===== config.mk =====
export PLATFORM = sky130hd
export DESIGN_NAME = tmrpre_top
export DESIGN_NICKNAME = d
export VERILOG_FILES = /design/src/rtl/tmrpre_pkg.sv /design/src/rtl/tmrpre_divider.sv /design/src/rtl/tmrpre_pin_edge.sv /design/src/rtl/tmrpre_src_mux.sv /design/src/rtl/tmrpre_top.sv
export SDC_FILE = /design/constraint.sdc
export NUM_CORES = 1
export LEC_CHECK = 0
export CAP_MARGIN = 10
export CORE_MARGIN = 10
export CORE_UTILIZATION = 57
export CTS_BUF_LIST = sky130_fd_sc_hd__clkbuf_8
export DETAILED_ROUTE_END_ITERATION = 10
export PLACE_DENSITY = 0.85
export SYNTH_ARGS = -nofsm -noshare
export SYNTH_HDL_FRONTEND = slang
export SYNTH_HIERARCHICAL = 1
export SYNTH_SLANG_ARGS = --single-unit
export TNS_END_PERCENT = 1

===== constraint.sdc =====
create_clock -name clk -period 2.7 [get_ports clk]
set_input_delay 0.405 -clock clk [delete_from_list [all_inputs] [get_ports clk]]
set_output_delay 0.405 -clock clk [all_outputs]
set_load 0.05 [all_outputs]

===== src/rtl/tmrpre_pkg.sv =====
package tmrpre_pkg;

   localparam int unsigned CS_W     = 3;
   localparam int unsigned NUM_TAPS = 4;

   typedef enum logic [CS_W-1:0] {
      CS_STOP     = 3'd0,
      CS_DIV1     = 3'd1,
      CS_DIV8     = 3'd2,
      CS_DIV64    = 3'd3,
      CS_DIV256   = 3'd4,
      CS_DIV1024  = 3'd5,
      CS_EXT_FALL = 3'd6,
      CS_EXT_RISE = 3'd7
   } clk_sel_e;

   // number of low-order prescaler bits that make up each tap
   function automatic int unsigned tap_bits(int unsigned idx);
      case (idx)
         0:       return 3;
         1:       return 6;
         2:       return 8;
         default: return 10;
      endcase
   endfunction

endpackage


===== src/rtl/tmrpre_divider.sv =====
module tmrpre_divider
   import tmrpre_pkg::*;
#(
   parameter int unsigned PRE_W = 10
) (
   input  logic                clk,
   input  logic                rst_n,
   input  logic                clear_i,
   output logic [NUM_TAPS-1:0] tap_o
);

   logic [PRE_W-1:0] count_q;

   always_ff @(posedge clk or negedge rst_n) begin
      if (!rst_n) begin
         count_q <= '0;
      end else if (clear_i) begin
         count_q <= '0;
      end else begin
         count_q <= count_q + PRE_W'(1);
      end
   end

   for (genvar g = 0; g < NUM_TAPS; g++) begin : g_tap
      localparam int unsigned TW = tap_bits(g);
      if (TW > PRE_W) begin : g_bad
         $error("tmrpre_divider: tap %0d needs %0d bits, PRE_W is %0d", g, TW, PRE_W);
      end
      // tap fires while its low bits are all ones: count rolls to zero next
      assign tap_o[g] = &count_q[TW-1:0];
   end

endmodule


===== src/rtl/tmrpre_pin_edge.sv =====
module tmrpre_pin_edge #(
   parameter int unsigned SYNC_STAGES = 2
) (
   input  logic clk,
   input  logic rst_n,
   input  logic pin_i,
   output logic rise_o,
   output logic fall_o
);

   if (SYNC_STAGES < 2) begin : g_bad
      $error("tmrpre_pin_edge: SYNC_STAGES must be at least 2");
   end

   logic [SYNC_STAGES-1:0] sync_q;
   logic                   last_q;

   always_ff @(posedge clk or negedge rst_n) begin
      if (!rst_n) begin
         sync_q <= '0;
         last_q <= 1'b0;
      end else begin
         sync_q <= {sync_q[SYNC_STAGES-2:0], pin_i};
         last_q <= sync_q[SYNC_STAGES-1];
      end
   end

   assign rise_o =  sync_q[SYNC_STAGES-1] & ~last_q;
   assign fall_o = ~sync_q[SYNC_STAGES-1] &  last_q;

endmodule


===== src/rtl/tmrpre_src_mux.sv =====
module tmrpre_src_mux
   import tmrpre_pkg::*;
(
   input  logic [CS_W-1:0]     sel_i,
   input  logic [NUM_TAPS-1:0] tap_i,
   input  logic                rise_i,
   input  logic                fall_i,
   input  logic                run_i,
   output logic                en_o
);

   logic pick;

   always_comb begin
      pick = 1'b0;
      case (sel_i)
         CS_STOP:     pick = 1'b0;
         CS_DIV1:     pick = 1'b1;
         CS_DIV8:     pick = tap_i[0];
         CS_DIV64:    pick = tap_i[1];
         CS_DIV256:   pick = tap_i[2];
         CS_DIV1024:  pick = tap_i[3];
         CS_EXT_FALL: pick = fall_i;
         CS_EXT_RISE: pick = rise_i;
         default:     pick = 1'b0;
      endcase
   end

   assign en_o = run_i & pick;

endmodule


===== src/rtl/tmrpre_top.sv =====
module tmrpre_top
   import tmrpre_pkg::*;
#(
   parameter int unsigned NUM_TIMERS  = 2,
   parameter int unsigned PRE_W       = 10,
   parameter int unsigned SYNC_STAGES = 2
) (
   input  logic                       clk,
   input  logic                       rst_n,
   input  logic [NUM_TIMERS*CS_W-1:0] tmr_clk_sel,
   input  logic [NUM_TIMERS-1:0]      ext_clk_pin,
   input  logic                       presc_ctl_wr,
   input  logic                       presc_ctl_wdata,
   output logic                       presc_ctl_rdata,
   output logic [NUM_TIMERS-1:0]      cnt_en
);

   if (NUM_TIMERS < 1) begin : g_bad_n
      $error("tmrpre_top: NUM_TIMERS must be at least 1");
   end

   logic                presc_clear;
   logic [NUM_TAPS-1:0] tap_w;
   logic                run_q;

   // write-one clears; the bit is never stored, so it reads back as zero
   assign presc_clear     = presc_ctl_wr & presc_ctl_wdata;
   assign presc_ctl_rdata = 1'b0;

   // holds every strobe off through reset and the first cycle after it
   always_ff @(posedge clk or negedge rst_n) begin
      if (!rst_n) run_q <= 1'b0;
      else        run_q <= 1'b1;
   end

   tmrpre_divider #(.PRE_W(PRE_W)) u_div (
      .clk     (clk),
      .rst_n   (rst_n),
      .clear_i (presc_clear),
      .tap_o   (tap_w)
   );

   for (genvar t = 0; t < NUM_TIMERS; t++) begin : g_tmr
      logic rise_w;
      logic fall_w;

      tmrpre_pin_edge #(.SYNC_STAGES(SYNC_STAGES)) u_edge (
         .clk    (clk),
         .rst_n  (rst_n),
         .pin_i  (ext_clk_pin[t]),
         .rise_o (rise_w),
         .fall_o (fall_w)
      );

      tmrpre_src_mux u_mux (
         .sel_i  (tmr_clk_sel[t*CS_W +: CS_W]),
         .tap_i  (tap_w),
         .rise_i (rise_w),
         .fall_i (fall_w),
         .run_i  (run_q),
         .en_o   (cnt_en[t])
      );
   end

endmodule


==> key figures, run 1 <==
Global route
  – First-pass GRT wire length: 2820 um
  – Initial antenna violation count: 0
  – GRT Resource Usage Total: 10.1%
  – Largest net degree at the start of global routing: 18
  – GRT overflow: 0
  – Number of global-route vias before repair: 675

Drt
  – Vias per cell: 5.76
  – Router iterations before antenna repair: 4
  – M1 WL: roughly 710 um
  – Met3 wire length: around 110 um
  – DRC: 0
  – Via count: 668
  – DR WL/cell: 14.0 um
  – Top sig layer: met4
  – Initial drt markers: 6
  – Routed wire length: around 1600 um
  – Antenna viol nets, final: 0
  – Detailed route wirelength on metal2: 802 um

Layout
  – Antenna diodes: 0
  – Share of cells above drive strength 1: 16.0%
  – Fillers: 120
  – Post-layout util: a little under three quarters
  – Area Growth Syn to Fin: 20.0%
  – Nets: 115

STA
  – Fin. Hold Viols: 0
  – Worst slew pin tran: just over 0.7 ns
  – Final setup viols: 0
  – Fin Clk Skew: 0.00400 ns
  – Slew margin rel.: 52.6%
  – Max Clk Rate: between 400 and 500 MHz
  – Fin worst setup slack: 0.309 ns
  – Setup TNS Final: 0 ns
  – Crit share post-route: 88.5%
  – Pins Over Slew Limit: 0
  – RSZ-0062 raised after global routing: no
  – Minimum clock period: 2.39 ns
  – WHS: 0.350 ns

Logic synthesis
  – Asr flop ratio synth: 100%
  – Cell count after synthesis: 85
  – Ys flop type: dfrtp_1
  – Post-synth top area cell: dfrtp_1
  – Synth area leaders: dfrtp_1 49%, and2b_2 4.0%, nor2b_1 3.6%
  – Synth Register Bits: 17
  – Syn avg cell area: 10.3 um2
  – Post-Syn Area: approximately 880 um2
  – EDFF count, synth: 0
  – Warnings, synthesis: 6
  – Sequential area share after synthesis: 48.6%
  – Yosys top cell area share: 48.6%
  – Syn nets: 99
  – Count leader, synth: dfrtp_1
  – Top post-synthesis cells by count: 17 x dfrtp_1, 8 x nor2_1, 6 x nand3_1
  – Synth cell types: 29

Clock tree
  – Clk root buf: clkbuf_8
  – CTS clock-pin slew for the worst setup and hold paths: 0.06 ns
  – CTS tree: done
  – CTS Buf Count: 3
  – Max clock buf depth: 2
  – H-tree depth: 1
  – # Post-CTS Setup Buffers: 0
  – # hold bufs at CTS: 0
  – Clock Latency Late Sink: 0.25 ns
  – Clk sinks: 17
  – Post-cts sizing count: 0

Setup path
  – Crit path required time: 2.30 ns
  – Critical Path Source Type: flop
  – Critical-path maximum fanout: 5
  – Critical-path top delay cell: dfrtp_1
  – Critical Path Sink Type: primary output
  – Crit path largest cell delay: about 0.42 ns
  – Crit path buffers/inverters: 1
  – Critical Path AT: 1.99 ns
  – Crit path cell chain: ha_1 -> nand4_1 -> nor2_1 -> mux2_1 -> o211ai_2 -> a31oi_1 -> buf_4
  – Critical path class: reg -> out
  – CP top delay family: simple AND/OR/NAND/NOR gates

Die
  – Die width: 59.2 um
  – Boundary Pins: 15
  – Initial Util: roughly three fifths
  – Core area: between 1000 and 1500 um2
  – Chip height: 59.2 um
  – Rows: 14
  – Die Area: 3500 um2

Placement
  – Setup WS pre-CTS: 0.583 ns
  – Post-DP HPWL: 1260 um
  – Port Buffers: 13
  – Gpl congestion: between 0.7 and 0.8

Power and ir drop
  – Clock power frac: 30.2%
  – Logic pwr share: ~16%
  – Switch share: 26.5%
  – P_sw: 155 uW
  – Total power: 583 uW
  – Worst vdd ir: 0.363 mV
  – Power Internal: 429 uW
  – Leak Pwr: approximately 0.00045 uW
  – Seq pwr share: a little over half
  – Power per cell area: approximately 550 nW/um2

Min path
  – Min-delay worst type: reg -> reg

Job
  – Max Cap Viol: 0

Run status
  – Status: completed
==> per-stage QoR <==
stage          instances  area (um2)
3_3_place_gp         112        1010
3_5_place_dp         112        1010
6_report             116        1050
4_1_cts              116        1050
5_1_grt              116        1050
2_1_floorplan         85         876
==> state kept, by name, indices dropped and copies added, names as in the netlist <==
signal and flops:
g_tmr.u_edge/last_q 2, g_tmr.u_edge/sync_q 4, run_q 1, u_div/count_q 10
==> power groups by stage <==
stage | Combinational [uW] | Sequential (uW) | Clock, uW
floorplan | 58.9 | 312 | 0
global placement | 91.8 | 316 | 0
detailed placement | 92.1 | 318 | 0
CTS | 93.8 | 314 | 180
global route | 104 | 319 | 192
finish | 92.4 | 315 | 176
==> kinds of logic (layout without fill, tap and decap cells) <==
kind of cell	after synthesis	count (layout)	synth area share (%)
fa+ha+maj	2	2	2.86
xor+xnor	2	2	2.00
simple gates	38	38	25.4
other cells	2	2	0.857
flops	17	17	48.6
buf+inv	5	20	3.00
mux	3	3	3.86
compound gates	16	16	13.4
==> worst paths after layout <==
check                                          start                         to  slack, ns  cells after the start
hold reg to reg            g_tmr[1].u_edge/sync_q[0]  g_tmr[1].u_edge/sync_q[1]       0.35                      0
hold / removal             g_tmr[1].u_edge/sync_q[0]  g_tmr[1].u_edge/sync_q[1]       0.35                      0
min in group asynchronous                      rst_n           u_div/count_q[3]       0.58                      1
max in group asynchronous                      rst_n     g_tmr[0].u_edge/last_q       1.67                      1
setup reg to reg                    u_div/count_q[0]           u_div/count_q[8]       1.12                      4
setup / recovery                    u_div/count_q[0]                  cnt_en[1]       0.31                      7
==> layout by cell type (no fill, tap or decap) <==
cell / instances
mux2_2: 1
nor3_1: 1
conb_1: 2
nand3b_1: 2
inv_1: 4
or4_1: 1
or3_2: 1
a21oi_1: 4
dfrtp_1: 17
nor2_1: 8
mux2_1: 2
xor2_1: 2
nand2_1: 3
clkdlybuf4s50_1: 11
o21ai_0: 3
nor2b_1: 5
and2_1: 1
nand4_1: 1
buf_4: 2
a31oi_1: 2
and2b_2: 4
or3_1: 2
a32oi_1: 2
o31ai_1: 1
clkbuf_8: 3
o211ai_2: 2
nand2b_1: 2
a21bo_2: 2
nand4_2: 1
ha_1: 2
nand3_1: 6
==> layout make-up <==
cell class	count	area (um2)	area share (%)
Sequential cell	17	425	40.5
Multi-Input combinational cell	63	424	40.4
Timing Repair Buffer	13	125	11.9
Clock buffer	3	41.3	3.93
Tap cell	16	20.0	1.90
Inverter	3	11.3	1.07
Clock inverter	1	3.75	0.357
==> per-layer routing <==
metal / vias to the layer above / track usage, %
met5: - / 0
met4: 0 / 1.97
met3: 2 / 5.36
met2: 17 / 16.9
met1: 322 / 10.9
li1: 327 / -
(Power assumes the default switching activity.)
==> run 2, diff against run 1 <==
ABC_AREA = 1   (was default)
==> run 2 against run 1 <==
  * Combinational power rose by 11%
  * Global-route usage rose by 0.41 points
  * Utilization rose by 1.5 points
  * Die area barely moved
  * Worst hold slack gained 0.015 ns
  * Maximum frequency rose by 2.0%
  * Via count increased by 7.8%
  * Routed wire length rose by 2.9%
  * Sequential power shrank 4%
  * Clock skew decreased by 0.0024 ns
  * Synthesized area grew 0.14%
  * First-iteration DRC count rose to 3.0 times the previous value
  * Critical path type unchanged
  * Critical endpoint is now cnt_en[0]
==> key figures, run 2 <==
Setup path
  – Critical Path Source Type: flop
  – Cell mode on critical path: nand2_1
  – Critical Path Sink Type: primary output
  – Crit path largest cell delay: 0.37 ns
  – Crit path required time: 2.30 ns
  – Critical-path top delay cell: dfrtp_1
  – Crit path buffers/inverters: 1
  – CP top delay family: simple AND/OR/NAND/NOR gates
  – Critical path class: reg -> out
  – Critical Path AT: 1.94 ns
  – Crit path cell chain: ha_1 -> nand3_2 -> nor2_4 -> nand3_1 -> nor2_1 -> nand2_1 -> nand2_1 -> o211ai_1 -> a21oi_2 -> buf_12
  – Critical-path maximum fanout: 5

Layout
  – Reg with most FFs: u_div/count_q
  – Antenna diodes: 0
  – Nets: between 100 and 150
  – Leading cell type in the layout, fill and taps excluded: nand2_1
  – Largest register FFs: 10
  – Area Growth Syn to Fin: 23.8%
  – Share of cells above drive strength 1: around an eighth
  – Regs by FF count: u_div/count_q x10, g_tmr.u_edge/sync_q x4, g_tmr.u_edge/last_q x2
  – Most frequent cells in the layout: 30 x nand2_1, 19 x inv_1, 19 x nor2_1

Drt
  – Vias per cell: 4.97
  – DRC: 0
  – Via count: 720
  – Routed wire length: 1680 um
  – DR WL/cell: 11.6 um
  – Antenna viol nets, final: 0
  – Router iterations before antenna repair: 4
  – Initial drt markers: 18

STA
  – Crit share post-route: between 80% and 90%
  – Minimum clock period: 2.34 ns
  – RSZ-0062 raised after global routing: no
  – Max Clk Rate: about 430 MHz
  – WHS: 0.365 ns
  – Slew margin rel.: 51.4%
  – Final setup viols: 0
  – Worst slew pin tran: slightly above 0.7 ns
  – Pins Over Slew Limit: 0
  – Fin Clk Skew: 0.00161 ns
  – Fin. Hold Viols: 0
  – Setup TNS Final: 0 ns

Logic synthesis
  – Ys flop type: dfrtp_1
  – Warnings, synthesis: 6
  – Top post-synthesis cells by count: 30 x nand2_1, 19 x inv_1, 19 x nor2_1
  – Synth cell types: 17
  – Synth Register Bits: 17
  – Count leader, synth: nand2_1
  – EDFF count, synth: 0
  – Syn nets: 127
  – Syn avg cell area: 7.76 um2
  – Yosys top cell area share: 48.5%
  – Post-Syn Area: 877 um2
  – Asr flop ratio synth: 100%
  – Sequential area share after synthesis: about half
  – Synth area leaders: dfrtp_1 49%, nand2_1 13%, inv_1 8.1%
  – Post-synth top area cell: dfrtp_1
  – Cell count after synthesis: 113

Power and ir drop
  – Seq pwr share: about half
  – Worst vdd ir: 0.504 mV
  – Power per cell area: around 540 nW/um2
  – P_sw: 160 uW
  – Switch share: 27.2%
  – Leak Pwr: 0.000559 uW
  – Power Internal: 430 uW
  – Logic pwr share: 17.5%
  – Clock power frac: 31.3%

Clock tree
  – CTS Buf Count: 3
  – H-tree depth: 1
  – # hold bufs at CTS: 0
  – Clk root buf: clkbuf_8
  – CTS tree: done
  – Clock Latency Late Sink: 0.24 ns
  – Clk sinks: 17
  – Max clock buf depth: 2
  – # Post-CTS Setup Buffers: 0
  – Post-cts sizing count: 0
  – CTS clock-pin slew for the worst setup and hold paths: 0.07 ns

Die
  – Boundary Pins: 15
  – Die width: 59.2 um
  – Chip height: 59.2 um
  – Die Area: 3510 um2
  – Initial Util: 58.9%
  – Rows: 14
  – Core area: 1490 um2

Global route
  – Initial antenna violation count: 0
  – First-pass GRT wire length: a little under 3000 um
  – Largest net degree at the start of global routing: 18
  – Number of global-route vias before repair: 706
  – GRT Resource Usage Total: 10.5%
  – GRT overflow: 0

Run status
  – Status: completed

Placement
  – Port Buffers: 13
  – Gpl congestion: 0.753
  – Post-DP HPWL: 1290 um

Job
  – Max Cap Viol: 0

Min path
  – Min-delay worst type: reg -> reg
run 2: cell count changes after synthesis, sizes merged, moves of 3 or more:
| cell | delta |
|---|---|
| nand3 | +3 |
| nand2 | +28 |
| or3 | -3 |
| nor2b | -5 |
| mux2 | -3 |
| nor2 | +13 |
| o21ai | -3 |
| and2b | -4 |
| inv | +18 |
run 2: layout make-up:
| cell class | instances | area, um2 |
|---|---|---|
| Sequential cell | 17 | 425 |
| Fill cell | 116 | 403 |
| Multi-Input combinational cell | 74 | 365 |
| Timing Repair Buffer | 13 | 150 |
| Inverter | 21 | 78.8 |
| Clock buffer | 3 | 41.3 |
| Tap cell | 16 | 20.0 |
| Clock inverter | 1 | 5.00 |
run 2: stage by stage:
step	instance area, um2	setup WS (ns)	std cells	util [%]	total power, uW
after floorplan	877	0.615	113	-	366
after global placement	1040	0.685	141	69.8	405
after detailed placement	1040	0.621	141	69.8	411
after CTS	1090	0.341	145	72.9	595
after global routing	1090	0.126	145	72.9	625
final	1090	0.356	145	72.9	590
run 2: cell families after synthesis:
| logic type | Yosys count | synth area share [%] |
|---|---|---|
| simple gates | 62 | 31.1 |
| buf+inv | 22 | 9.84 |
| flops | 17 | 48.5 |
| compound gates | 6 | 4.85 |
| xor+xnor | 2 | 2.00 |
| fa+ha+maj | 2 | 2.85 |
| other cells | 2 | 0.856 |
run 2: worst paths after layout:
kind,slack (ns),end,depth (start not counted),startpoint
hold / removal,0.36,g_tmr[1].u_edge/sync_q[1],0,g_tmr[1].u_edge/sync_q[0]
min in group asynchronous,0.59,u_div/count_q[0],1,rst_n
hold reg to reg,0.36,g_tmr[1].u_edge/sync_q[1],0,g_tmr[1].u_edge/sync_q[0]
max in group asynchronous,1.65,u_div/count_q[6],1,rst_n
setup / recovery,0.36,cnt_en[0],10,u_div/count_q[0]
setup reg to reg,1.49,u_div/count_q[8],5,u_div/count_q[0]
run 2: power groups by stage:
stage,sequential (uW),clock [uW],combinational (uW)
after detailed placement,307,0,104
after global routing,307,200,118
final,302,185,103
after CTS,303,188,105
after floorplan,302,0,63.5
after global placement,304,0,101
run 2: routing by layer:
layer | vias to the layer above | GRT usage, % | routed length [um]
met3 | 2 | 4.08 | 89
li1 | 370 | - | -
met1 | 336 | 11.0 | 697
met5 | - | 0 | 0
met4 | 0 | 2.95 | 13
met2 | 12 | 18.7 | 876
run 2: worst register-to-register path: cells and delay by family, from the launching register on:
family	cells	cell delay (ns)
simple gates	4	0.57
flops	1	0.37
fa+ha+maj	1	0.20
